### src/rtl/ttb_pkg.sv
package ttb_pkg;
  localparam int unsigned MCR_WORD    = 0;
  localparam int unsigned CH_BASE     = 'h40;
  localparam int unsigned CH_STRIDE   = 4;
  localparam int unsigned OFS_LOAD    = 0;
  localparam int unsigned OFS_COUNT   = 1;
  localparam int unsigned OFS_CTRL    = 2;
  localparam int unsigned OFS_FLAG    = 3;
  localparam int unsigned CTRL_W      = 3;

  // word address of register k of channel n
  function automatic int unsigned ch_word(input int unsigned n, input int unsigned k);
    return CH_BASE + n * CH_STRIDE + k;
  endfunction

  // one counting step: wrap to the load value after zero
  function automatic logic [31:0] next_count(input logic [31:0] cnt, input logic [31:0] ld);
    return (cnt == 32'd0) ? ld : cnt - 32'd1;
  endfunction
endpackage

### src/rtl/ttb_decode.sv
module ttb_decode #(
  parameter int unsigned NUM_CH = 4,
  parameter int unsigned ADDR_W = 8
) (
  input  logic [ADDR_W-1:0] addr,
  input  logic              wr_en,
  output logic              mcr_hit,
  output logic [NUM_CH-1:0] ld_hit,
  output logic [NUM_CH-1:0] cnt_hit,
  output logic [NUM_CH-1:0] ctrl_hit,
  output logic [NUM_CH-1:0] flag_hit,
  output logic              mcr_wr,
  output logic [NUM_CH-1:0] ld_wr,
  output logic [NUM_CH-1:0] ctrl_wr,
  output logic [NUM_CH-1:0] flag_wr
);
  import ttb_pkg::*;

  assign mcr_hit = (addr == ADDR_W'(MCR_WORD));
  assign mcr_wr  = wr_en && mcr_hit;

  for (genvar i = 0; i < NUM_CH; i++) begin : g_dec
    assign ld_hit[i]   = (addr == ADDR_W'(ch_word(i, OFS_LOAD)));
    assign cnt_hit[i]  = (addr == ADDR_W'(ch_word(i, OFS_COUNT)));
    assign ctrl_hit[i] = (addr == ADDR_W'(ch_word(i, OFS_CTRL)));
    assign flag_hit[i] = (addr == ADDR_W'(ch_word(i, OFS_FLAG)));
    assign ld_wr[i]    = wr_en && ld_hit[i];
    assign ctrl_wr[i]  = wr_en && ctrl_hit[i];
    assign flag_wr[i]  = wr_en && flag_hit[i];
  end
endmodule

### src/rtl/ttb_channel.sv
module ttb_channel #(
  parameter int unsigned DATA_W    = 32,
  parameter bit          CAN_CHAIN = 1'b0
) (
  input  logic                       clk,
  input  logic                       rst_n,
  input  logic                       run,
  input  logic                       chain_in,
  input  logic                       ld_wr,
  input  logic                       ctrl_wr,
  input  logic                       flag_wr,
  input  logic [DATA_W-1:0]          wdata,
  output logic [DATA_W-1:0]          ld_q,
  output logic [DATA_W-1:0]          cnt_q,
  output logic [ttb_pkg::CTRL_W-1:0] ctrl_q,
  output logic                       flag_q,
  output logic                       expire,
  output logic                       irq
);
  import ttb_pkg::*;

  logic started_q;
  logic ten, tie, chain_sel;
  logic tick, load_now, step;
  logic clr_req;

  assign ten       = ctrl_q[0];
  assign tie       = ctrl_q[1];
  assign chain_sel = CAN_CHAIN && ctrl_q[2];
  assign tick      = run && (chain_sel ? chain_in : 1'b1);
  assign load_now  = ten && !started_q && run;
  assign step      = ten && started_q && tick;
  assign expire    = step && (cnt_q == '0);
  assign clr_req   = flag_wr && wdata[0];
  assign irq       = flag_q && tie;

  always_ff @(posedge clk or negedge rst_n) begin
    if (!rst_n) begin
      ld_q      <= '0;
      ctrl_q    <= '0;
      started_q <= 1'b0;
      cnt_q     <= '0;
      flag_q    <= 1'b0;
    end else begin
      if (ld_wr) ld_q <= wdata;
      if (ctrl_wr) ctrl_q <= {CAN_CHAIN ? wdata[2] : 1'b0, wdata[1:0]};
      if (!ten) started_q <= 1'b0;
      else if (load_now) started_q <= 1'b1;
      if (load_now) cnt_q <= ld_q;
      else if (step) cnt_q <= DATA_W'(next_count(32'(cnt_q), 32'(ld_q)));
      if (expire) flag_q <= 1'b1;
      else if (clr_req) flag_q <= 1'b0;
    end
  end

  AST_RELOAD_ON_ZERO: assert property (@(posedge clk) disable iff (!rst_n)
    expire |=> (cnt_q == $past(ld_q)) && flag_q);
  AST_STEP_DOWN: assert property (@(posedge clk) disable iff (!rst_n)
    (step && cnt_q != '0) |=> (cnt_q == $past(cnt_q) - 1'b1));
  AST_HOLD_NO_TICK: assert property (@(posedge clk) disable iff (!rst_n)
    (started_q && !tick) |=> $stable(cnt_q));
  AST_FLAG_CLEARS: assert property (@(posedge clk) disable iff (!rst_n)
    (clr_req && !expire) |=> !flag_q);
  AST_FLAG_STICKS: assert property (@(posedge clk) disable iff (!rst_n)
    (flag_q && !clr_req) |=> flag_q);
endmodule

### src/rtl/tick_timer_bank.sv
module tick_timer_bank #(
  parameter int unsigned NUM_CH = 4,
  parameter int unsigned DATA_W = 32,
  parameter int unsigned ADDR_W = 8
) (
  input  logic              clk,
  input  logic              rst_n,
  input  logic              freeze_in,
  input  logic              wr_en,
  input  logic              rd_en,
  input  logic [ADDR_W-1:0] addr,
  input  logic [DATA_W-1:0] wdata,
  output logic [DATA_W-1:0] rdata,
  output logic [NUM_CH-1:0] irq
);
  import ttb_pkg::*;

  logic frz_en_q, stop_q, run;
  logic mcr_hit, mcr_wr;
  logic [NUM_CH-1:0] ld_hit, cnt_hit, ctrl_hit, flag_hit;
  logic [NUM_CH-1:0] ld_wr, ctrl_wr, flag_wr;
  logic [NUM_CH-1:0] exp_vec, flag_vec;
  logic [DATA_W-1:0] ld_arr   [NUM_CH];
  logic [DATA_W-1:0] cnt_arr  [NUM_CH];
  logic [CTRL_W-1:0] ctrl_arr [NUM_CH];

  assign run = !stop_q && !(frz_en_q && freeze_in);

  always_ff @(posedge clk or negedge rst_n) begin
    if (!rst_n) begin
      frz_en_q <= 1'b0;
      stop_q   <= 1'b1;
    end else if (mcr_wr) begin
      frz_en_q <= wdata[0];
      stop_q   <= wdata[1];
    end
  end

  ttb_decode #(.NUM_CH(NUM_CH), .ADDR_W(ADDR_W)) dec_i (
    .addr(addr), .wr_en(wr_en),
    .mcr_hit(mcr_hit), .ld_hit(ld_hit), .cnt_hit(cnt_hit),
    .ctrl_hit(ctrl_hit), .flag_hit(flag_hit),
    .mcr_wr(mcr_wr), .ld_wr(ld_wr), .ctrl_wr(ctrl_wr), .flag_wr(flag_wr)
  );

  for (genvar i = 0; i < NUM_CH; i++) begin : g_ch
    logic chain_src;
    if (i == 1) begin : g_cas
      assign chain_src = exp_vec[0];
    end else begin : g_nocas
      assign chain_src = 1'b0;
    end
    ttb_channel #(.DATA_W(DATA_W), .CAN_CHAIN(i == 1)) ch_i (
      .clk(clk), .rst_n(rst_n), .run(run), .chain_in(chain_src),
      .ld_wr(ld_wr[i]), .ctrl_wr(ctrl_wr[i]), .flag_wr(flag_wr[i]),
      .wdata(wdata),
      .ld_q(ld_arr[i]), .cnt_q(cnt_arr[i]), .ctrl_q(ctrl_arr[i]),
      .flag_q(flag_vec[i]), .expire(exp_vec[i]), .irq(irq[i])
    );
  end

  always_comb begin
    rdata = '0;
    if (rd_en) begin
      if (mcr_hit) rdata = DATA_W'({stop_q, frz_en_q});
      for (int i = 0; i < NUM_CH; i++) begin
        if (ld_hit[i])   rdata = ld_arr[i];
        if (cnt_hit[i])  rdata = cnt_arr[i];
        if (ctrl_hit[i]) rdata = DATA_W'(ctrl_arr[i]);
        if (flag_hit[i]) rdata = DATA_W'(flag_vec[i]);
      end
    end
  end

  AST_STOP_NO_EXPIRY: assert property (@(posedge clk) disable iff (!rst_n)
    stop_q |-> (exp_vec == '0));
  AST_STOP_NO_NEW_FLAG: assert property (@(posedge clk) disable iff (!rst_n)
    stop_q |=> ((flag_vec & ~$past(flag_vec)) == '0));
  AST_IRQ_NEEDS_FLAG: assert property (@(posedge clk) disable iff (!rst_n)
    ((irq & ~flag_vec) == '0));
endmodule

### config.mk
export PLATFORM = sky130hd
export DESIGN_NAME = tick_timer_bank
export DESIGN_NICKNAME = d
export VERILOG_FILES = /design/src/rtl/ttb_pkg.sv /design/src/rtl/ttb_decode.sv /design/src/rtl/ttb_channel.sv /design/src/rtl/tick_timer_bank.sv
export SDC_FILE = /design/constraint.sdc
export NUM_CORES = 1
export LEC_CHECK = 0
export CAP_MARGIN = 20
export CORE_MARGIN = 4
export CORE_UTILIZATION = 25
export CTS_CLUSTER_DIAMETER = 30
export DETAILED_ROUTE_END_ITERATION = 8
export HOLD_SLACK_MARGIN = 0.1
export SLEW_MARGIN = 20
export SYNTH_ARGS = -nofsm -noshare
export SYNTH_HDL_FRONTEND = slang
export SYNTH_HIERARCHICAL = 1
export SYNTH_SLANG_ARGS = --single-unit
export TNS_END_PERCENT = 10
### constraint.sdc
create_clock -name clk -period 6.29 [get_ports clk]
set_input_delay 1.887 -clock clk [delete_from_list [all_inputs] [get_ports clk]]
set_output_delay 1.887 -clock clk [all_outputs]
set_load 0.005 [all_outputs]
==> results.py, run 1 <==
metrics = {
    "run_status": {
        "status": "finished with violations",
        "violations": "setup timing",
    },
    "setup_path": {
        "setup.worst_path.start_class": "primary input",
        "worstSetupPathType": "in2out",
        "required_ps": 4400,
        "crit_path_max_fanout": 8,
        "crit_start": "addr[4]",
        "rr_startpoint": "g_ch[0].ch_i/cnt_q[20]$_DFFE_PN0P_",
        "cp-end-kind": "output port",
        "arrival_ps": 4490,
    },
    "clock_tree": {
        "clock_sinks": 275,
        "cts-buffers-inserted": 81,
        "cts_buffer_depth": 3,
        "clk_pin_slew_worst_paths_ps": 40,
        "cts.htree.levels": 3,
        "cts_tree": "done",
        "root_buffer": "clkbuf_16",
        "worst_skew_pair.late_latency_ps": 600,
    },
    "synthesis": {
        "yosys_warnings": 6,
        "netlist_area_um2": 17500,
        "avgSynthCellArea_um2": 9.46,
        "syn-instance-count": 1849,
        "synth_nets": 1902,
    },
    "grt": {
        "grt_pass1_wl_mm": 108,
        "grt_overflow_total": 0,
        "grt_use_total_pct": 18.6,
        "grt_max_degree": 126,
        "antenna_found_initial": 9,
        "grt_pass1_vias": 17000,
    },
    "place": {
        "place_ws_ps": -1060,
        "hpwl_mm": 50.0,
        "gp_congestion": 0.957,
        "io_buffer_count": 80,
        "dpl_cell_area_um2": 20100,
    },
    "finish": {
        "syn2layout_area_growth_pct": 38.5,
        "multi_input_area_um2": 10500,
        "layout-drive-gt1-share_pct": 31.9,
        "n_fill_cell": 6874,
        "nNetsFinal": 2092,
        "final_area_um2": 24200,
        "seqCellArea_um2": 6880,
        "post-route-util_pct": 35.2,
    },
    "power": {
        "pwr_density_cell_nw_per_um2": 301,
        "peakVddDrop_mv": 0.183,
        "p_leak_nw": 9.98,
    },
    "sta": {
        "final-max-slew-violation-count": 0,
        "relSlewSlack_pct": 21.9,
        "hold_viol": 0,
        "worst_slack_ps": -83.7,
        "max_freq_mhz": 157,
        "setup_tns_ps": -186,
        "finalCriticalPeriod_ps": 6370,
        "worst_pin_slew_ps": 1170,
        "skew_ps": 22.7,
        "min_period_over_period_pct": 101,
        "rsz0062_at_grt": "yes",
        "setup_viol": 8,
        "hold_ws_ps": 506,
    },
    "floorplan": {
        "start_util_pct": 25.4,
        "die_area_um2": 74300,
        "die_y_um": 273,
        "io-pin-count": 81,
        "chipWidth_um": 273,
        "core_um2": 68900,
        "num_rows": 96,
    },
    "route": {
        "drt_iter0_drc": 2104,
        "totalWireLength_mm": 71.3,
        "wl_per_cell_um": 23.5,
        "drc": 0,
        "ant_nets": 0,
        "dr_total_vias": 17600,
        "via_per_inst": 5.79,
        "dr.pass1.iters": 6,
    },
    "hold_path": {
        "min_path_type": "reg2reg",
        "min-delay-start": "g_ch[3].ch_i/flag_q$_DFFE_PN0P_",
    },
    "flow_run": {
        "cap_violations": 0,
    },
}
where the power goes:
group | internal (mW) | switching [mW]
clock | 3.06 | 1.26
sequential | 1.93 | 0.303
combinational | 0.301 | 0.435
critical path, stage by stage:
cell	delay (ps)
buf_2	110
or4b_4	550
buf_12	170
buf_8	140
nor3_4	250
buf_6	160
or3_4	230
buf_6	150
o21ai_1	120
a221oi_2	260
o22ai_2	140
dlygate4sd2_1	300
worst paths after layout:
path,end,slack [ps],depth (start not counted)
worst min-delay path,g_ch[3].ch_i/flag_q$_DFFE_PN0P_,510,1
max in group asynchronous,g_ch[2].ch_i/cnt_q[8]$_DFFE_PN0P_,3740,3
worst min register to register,g_ch[3].ch_i/flag_q$_DFFE_PN0P_,510,1
min in group asynchronous,g_ch[0].ch_i/ld_q[15]$_DFFE_PN0P_,1220,1
worst max register to register,g_ch[1].ch_i/flag_q$_DFFE_PN0P_,2310,9
worst max-delay path,rdata[13],-80,12
area by class of cell:
cell class	instances	share of cell area (%)
Clock inverter	44	2.44
Antenna cell	1	0.0103
Timing Repair Buffer	252	10.4
Clock buffer	107	9.56
Inverter	71	1.10
Tap cell	931	4.81
Multi-Input combinational cell	1358	43.3
Sequential cell	275	28.4
layout by cell type (no fill, tap or decap), drive strengths merged, types with 12 or more instances in the layout:
master,instances
a21oi,117
clkinv,18
bufinv,12
and3,15
a221oi,33
mux2,139
nor4,54
nand2,116
nand4,39
mux2i,46
and2,12
o22ai,42
nand3,103
a311o,24
nor2,59
o221ai,31
inv,78
o21ai,85
dfrtp,274
or3,31
and4,12
o31ai,12
clkbuf,113
a22oi,77
or4,22
o2bb2ai,16
a2bb2oi,32
nor3,83
buf,186
or2,16
clkdlybuf4s50,39
state kept, by name, summed over array words and instances (netlist names):
signal / cells
g_ch.ch_i/cnt_q: 128
g_ch.ch_i/ld_q: 128
g_ch.ch_i/ctrl_q: 9
g_ch.ch_i/flag_q: 4
g_ch.ch_i/started_q: 4
frz_en_q: 1
stop_q: 1
per-layer routing:
layer  wire length, um  vias to the layer above  track usage (%)  share of wire [%]
met5                 0                        -                0                  0
met4              2890                        0             7.42                4.1
met3              6030                      178             3.49                8.5
met2             32800                      931             29.9                 46
met1             29600                     8809             24.8                 42
li1                  -                     7663                -                  -
repair_timing:
item	in CTS	in global routing
pin swaps	62	20
gates cloned	8	0
gates resized for setup	249	35
setup buffers	28	1
hold buffers	0	0
endpoints found under the setup margin	32	31
stage by stage:
step / total power, mW / cells
3_5_place_dp: 2.93 / 2849
5_1_grt: 7.54 / 3038
3_3_place_gp: 2.91 / 2849
6_report: 7.30 / 3039
2_1_floorplan: 2.57 / 1849
4_1_cts: 7.31 / 3035
Power figures use the tool's default switching activity.
==> inputs of run 2 (changes only) <==
--- a/config.mk
+++ b/config.mk
@@ -10,7 +10,9 @@
 export CORE_UTILIZATION = 25
 export CTS_CLUSTER_DIAMETER = 30
 export DETAILED_ROUTE_END_ITERATION = 8
+export DONT_BUFFER_PORTS = 1
 export HOLD_SLACK_MARGIN = 0.1
+export PLACE_DENSITY = 0.4
 export SLEW_MARGIN = 20
 export SYNTH_ARGS = -nofsm -noshare
 export SYNTH_HDL_FRONTEND = slang
==> run 2 against run 1 <==
  * The flow now finishes without violations
  * Flip-flop and latch count unchanged
  * Die area unchanged
  * Sequential share of layout area grew 1.6 points
==> results.py, run 2 (synthesis results as in run 1) <==
metrics = {
    "sta": {
        "setup_viol": 0,
        "min_period_over_period_pct": 99.4,
        "finalCriticalPeriod_ps": 6250,
        "max_freq_mhz": 160,
        "hold_ws_ps": 501,
        "relSlewSlack_pct": 31.9,
        "skew_ps": 27.1,
        "hold_viol": 0,
        "worst_slack_ps": 35.1,
        "worst_pin_slew_ps": 1020,
        "rsz0062_at_grt": "yes",
        "final-max-slew-violation-count": 0,
        "setup_tns_ps": 0,
    },
    "route": {
        "via_per_inst": 5.60,
        "drc": 0,
        "drt_iter0_drc": 1436,
        "dr.pass1.iters": 5,
        "totalWireLength_mm": 74.3,
        "wl_per_cell_um": 25.1,
        "ant_nets": 0,
        "dr_total_vias": 16600,
    },
    "clock_tree": {
        "worst_skew_pair.late_latency_ps": 630,
        "cts-buffers-inserted": 91,
        "cts.htree.levels": 3,
        "cts_tree": "done",
        "cts_buffer_depth": 3,
        "root_buffer": "clkbuf_16",
        "cts_hold_buf": 0,
        "clock_sinks": 275,
        "clk_pin_slew_worst_paths_ps": 40,
    },
    "grt": {
        "grt_max_degree": 276,
        "grt_pass1_wl_mm": 111,
        "grt_pass1_vias": 16200,
        "antenna_found_initial": 4,
        "grt_overflow_total": 0,
        "grt_use_total_pct": 19.6,
    },
    "setup_path": {
        "path_buf_inv": 6,
        "critical_path.top_delay_family": "buffers and inverters",
        "arrival_ps": 4370,
        "setup.worst_path.start_class": "primary input",
        "slowest_stage": "or4b_4",
        "crit_path_max_fanout": 11,
        "critPathMaxStageDelay_ps": 530,
        "cp-end-kind": "output port",
        "worstSetupPathType": "in2out",
        "path_cells": "or4b_4 -> buf_12 -> nor3_2 -> buf_4 -> buf_12 -> nor2b_4 -> buf_12 -> a22oi_1 -> buf_4 -> o21ai_1 -> a221oi_2 -> o22ai_1 -> buf_4",
        "reg2reg_setup_slack_ps": 2050,
        "required_ps": 4400,
    },
    "finish": {
        "final_cell_mix": "dfrtp_1, mux2_2, buf_4",
        "top_regs": "g_ch.ch_i/cnt_q (128), g_ch.ch_i/ld_q (128), g_ch.ch_i/ctrl_q (9)",
        "mostFrequentLayoutCell": "dfrtp_1",
        "final_cells": 2963,
        "nNetsFinal": 2010,
        "syn2layout_area_growth_pct": 31.2,
        "layout-drive-gt1-share_pct": 27.6,
    },
    "floorplan": {
        "die_y_um": 273,
        "die_area_um2": 74300,
        "io-pin-count": 81,
        "chipWidth_um": 273,
        "num_rows": 96,
        "start_util_pct": 25.4,
        "core_um2": 68900,
    },
    "hold_path": {
        "min_path_type": "reg2reg",
    },
    "flow_run": {
        "cap_violations": 0,
    },
    "run_status": {
        "status": "complete, no violations",
    },
    "power": {
        "pwr_density_cell_nw_per_um2": 323,
        "p_leak_nw": 9.39,
        "totalPowerFinal_mw": 7.42,
        "peakVddDrop_mv": 0.191,
    },
    "place": {
        "gp_congestion": 0.879,
        "io_buffer_count": 0,
        "hpwl_mm": 53.0,
        "place_ws_ps": -435,
        "placed_cells": 2778,
    },
}
run 2: cell count changes in the layout (fill, tap and decap cells not counted), sizes merged, moves of 3 or more:
cell,previous run,this run
clkdlybuf4s50,39,0
buf,186,161
clkbuf,113,130
dlygate4sd2,11,0
clkdlybuf4s15,7,0
inv,78,72
diode,1,5
bufbuf,3,0
run 2: cell type report:
type	instances	area, um2
clock inverter	33	513
tap	931	1160
timing repair buffer	161	1440
antenna	5	12.5
inverter	71	267
clock buffer	130	2620
sequential	275	6880
fill	7024	46000
multi-input combinational	1357	10100
run 2: routing by layer:
metal / vias up / GRT usage, % / wire length [um]
met5: - / 0 / 0
met4: 0 / 6.79 / 2190
met3: 117 / 4.01 / 4600
met2: 555 / 30.3 / 33400
met1: 8440 / 27.2 / 34100
li1: 7475 / - / -
run 2: worst paths after layout:
kind / cells after the start / start / end
max: 13 / addr[5] / rdata[28]
min reg2reg: 1 / g_ch[1].ch_i/started_q$_DFFE_PN0P_ / g_ch[1].ch_i/started_q$_DFFE_PN0P_
max in group asynchronous: 0 / rst_n / g_ch[0].ch_i/cnt_q[13]$_DFFE_PN0P_
min in group asynchronous: 0 / rst_n / g_ch[3].ch_i/ctrl_q[1]$_DFFE_PN0P_
min: 1 / g_ch[1].ch_i/started_q$_DFFE_PN0P_ / g_ch[1].ch_i/started_q$_DFFE_PN0P_
max reg2reg: 9 / g_ch[0].ch_i/cnt_q[20]$_DFFE_PN0P_ / g_ch[1].ch_i/cnt_q[19]$_DFFE_PN0P_
run 2: metrics by stage:
step	utilization (%)	instance area, um2
3_5_place_dp	28.0	19300
4_1_cts	33.1	22800
2_1_floorplan	-	17500
3_3_place_gp	28.0	19300
6_report	33.3	23000
5_1_grt	33.3	22900
run 2: repair_timing:
item / in CTS / in global routing
setup buffers: 14 / 0
resized for setup: 59 / 13
endpoints found under the setup margin: 29 / 15
pin swaps: 21 / 6
gates cloned: 2 / 0
hold endpoints to repair: 0 / 0
run 2: report_power, final:
part | internal (mW) | total (mW) | switching, mW | leakage [nW]
clock | 3.26 | 4.57 | 1.32 | 1.52
combinational | 0.262 | 0.618 | 0.356 | 4.36
sequential | 1.94 | 2.23 | 0.293 | 3.51
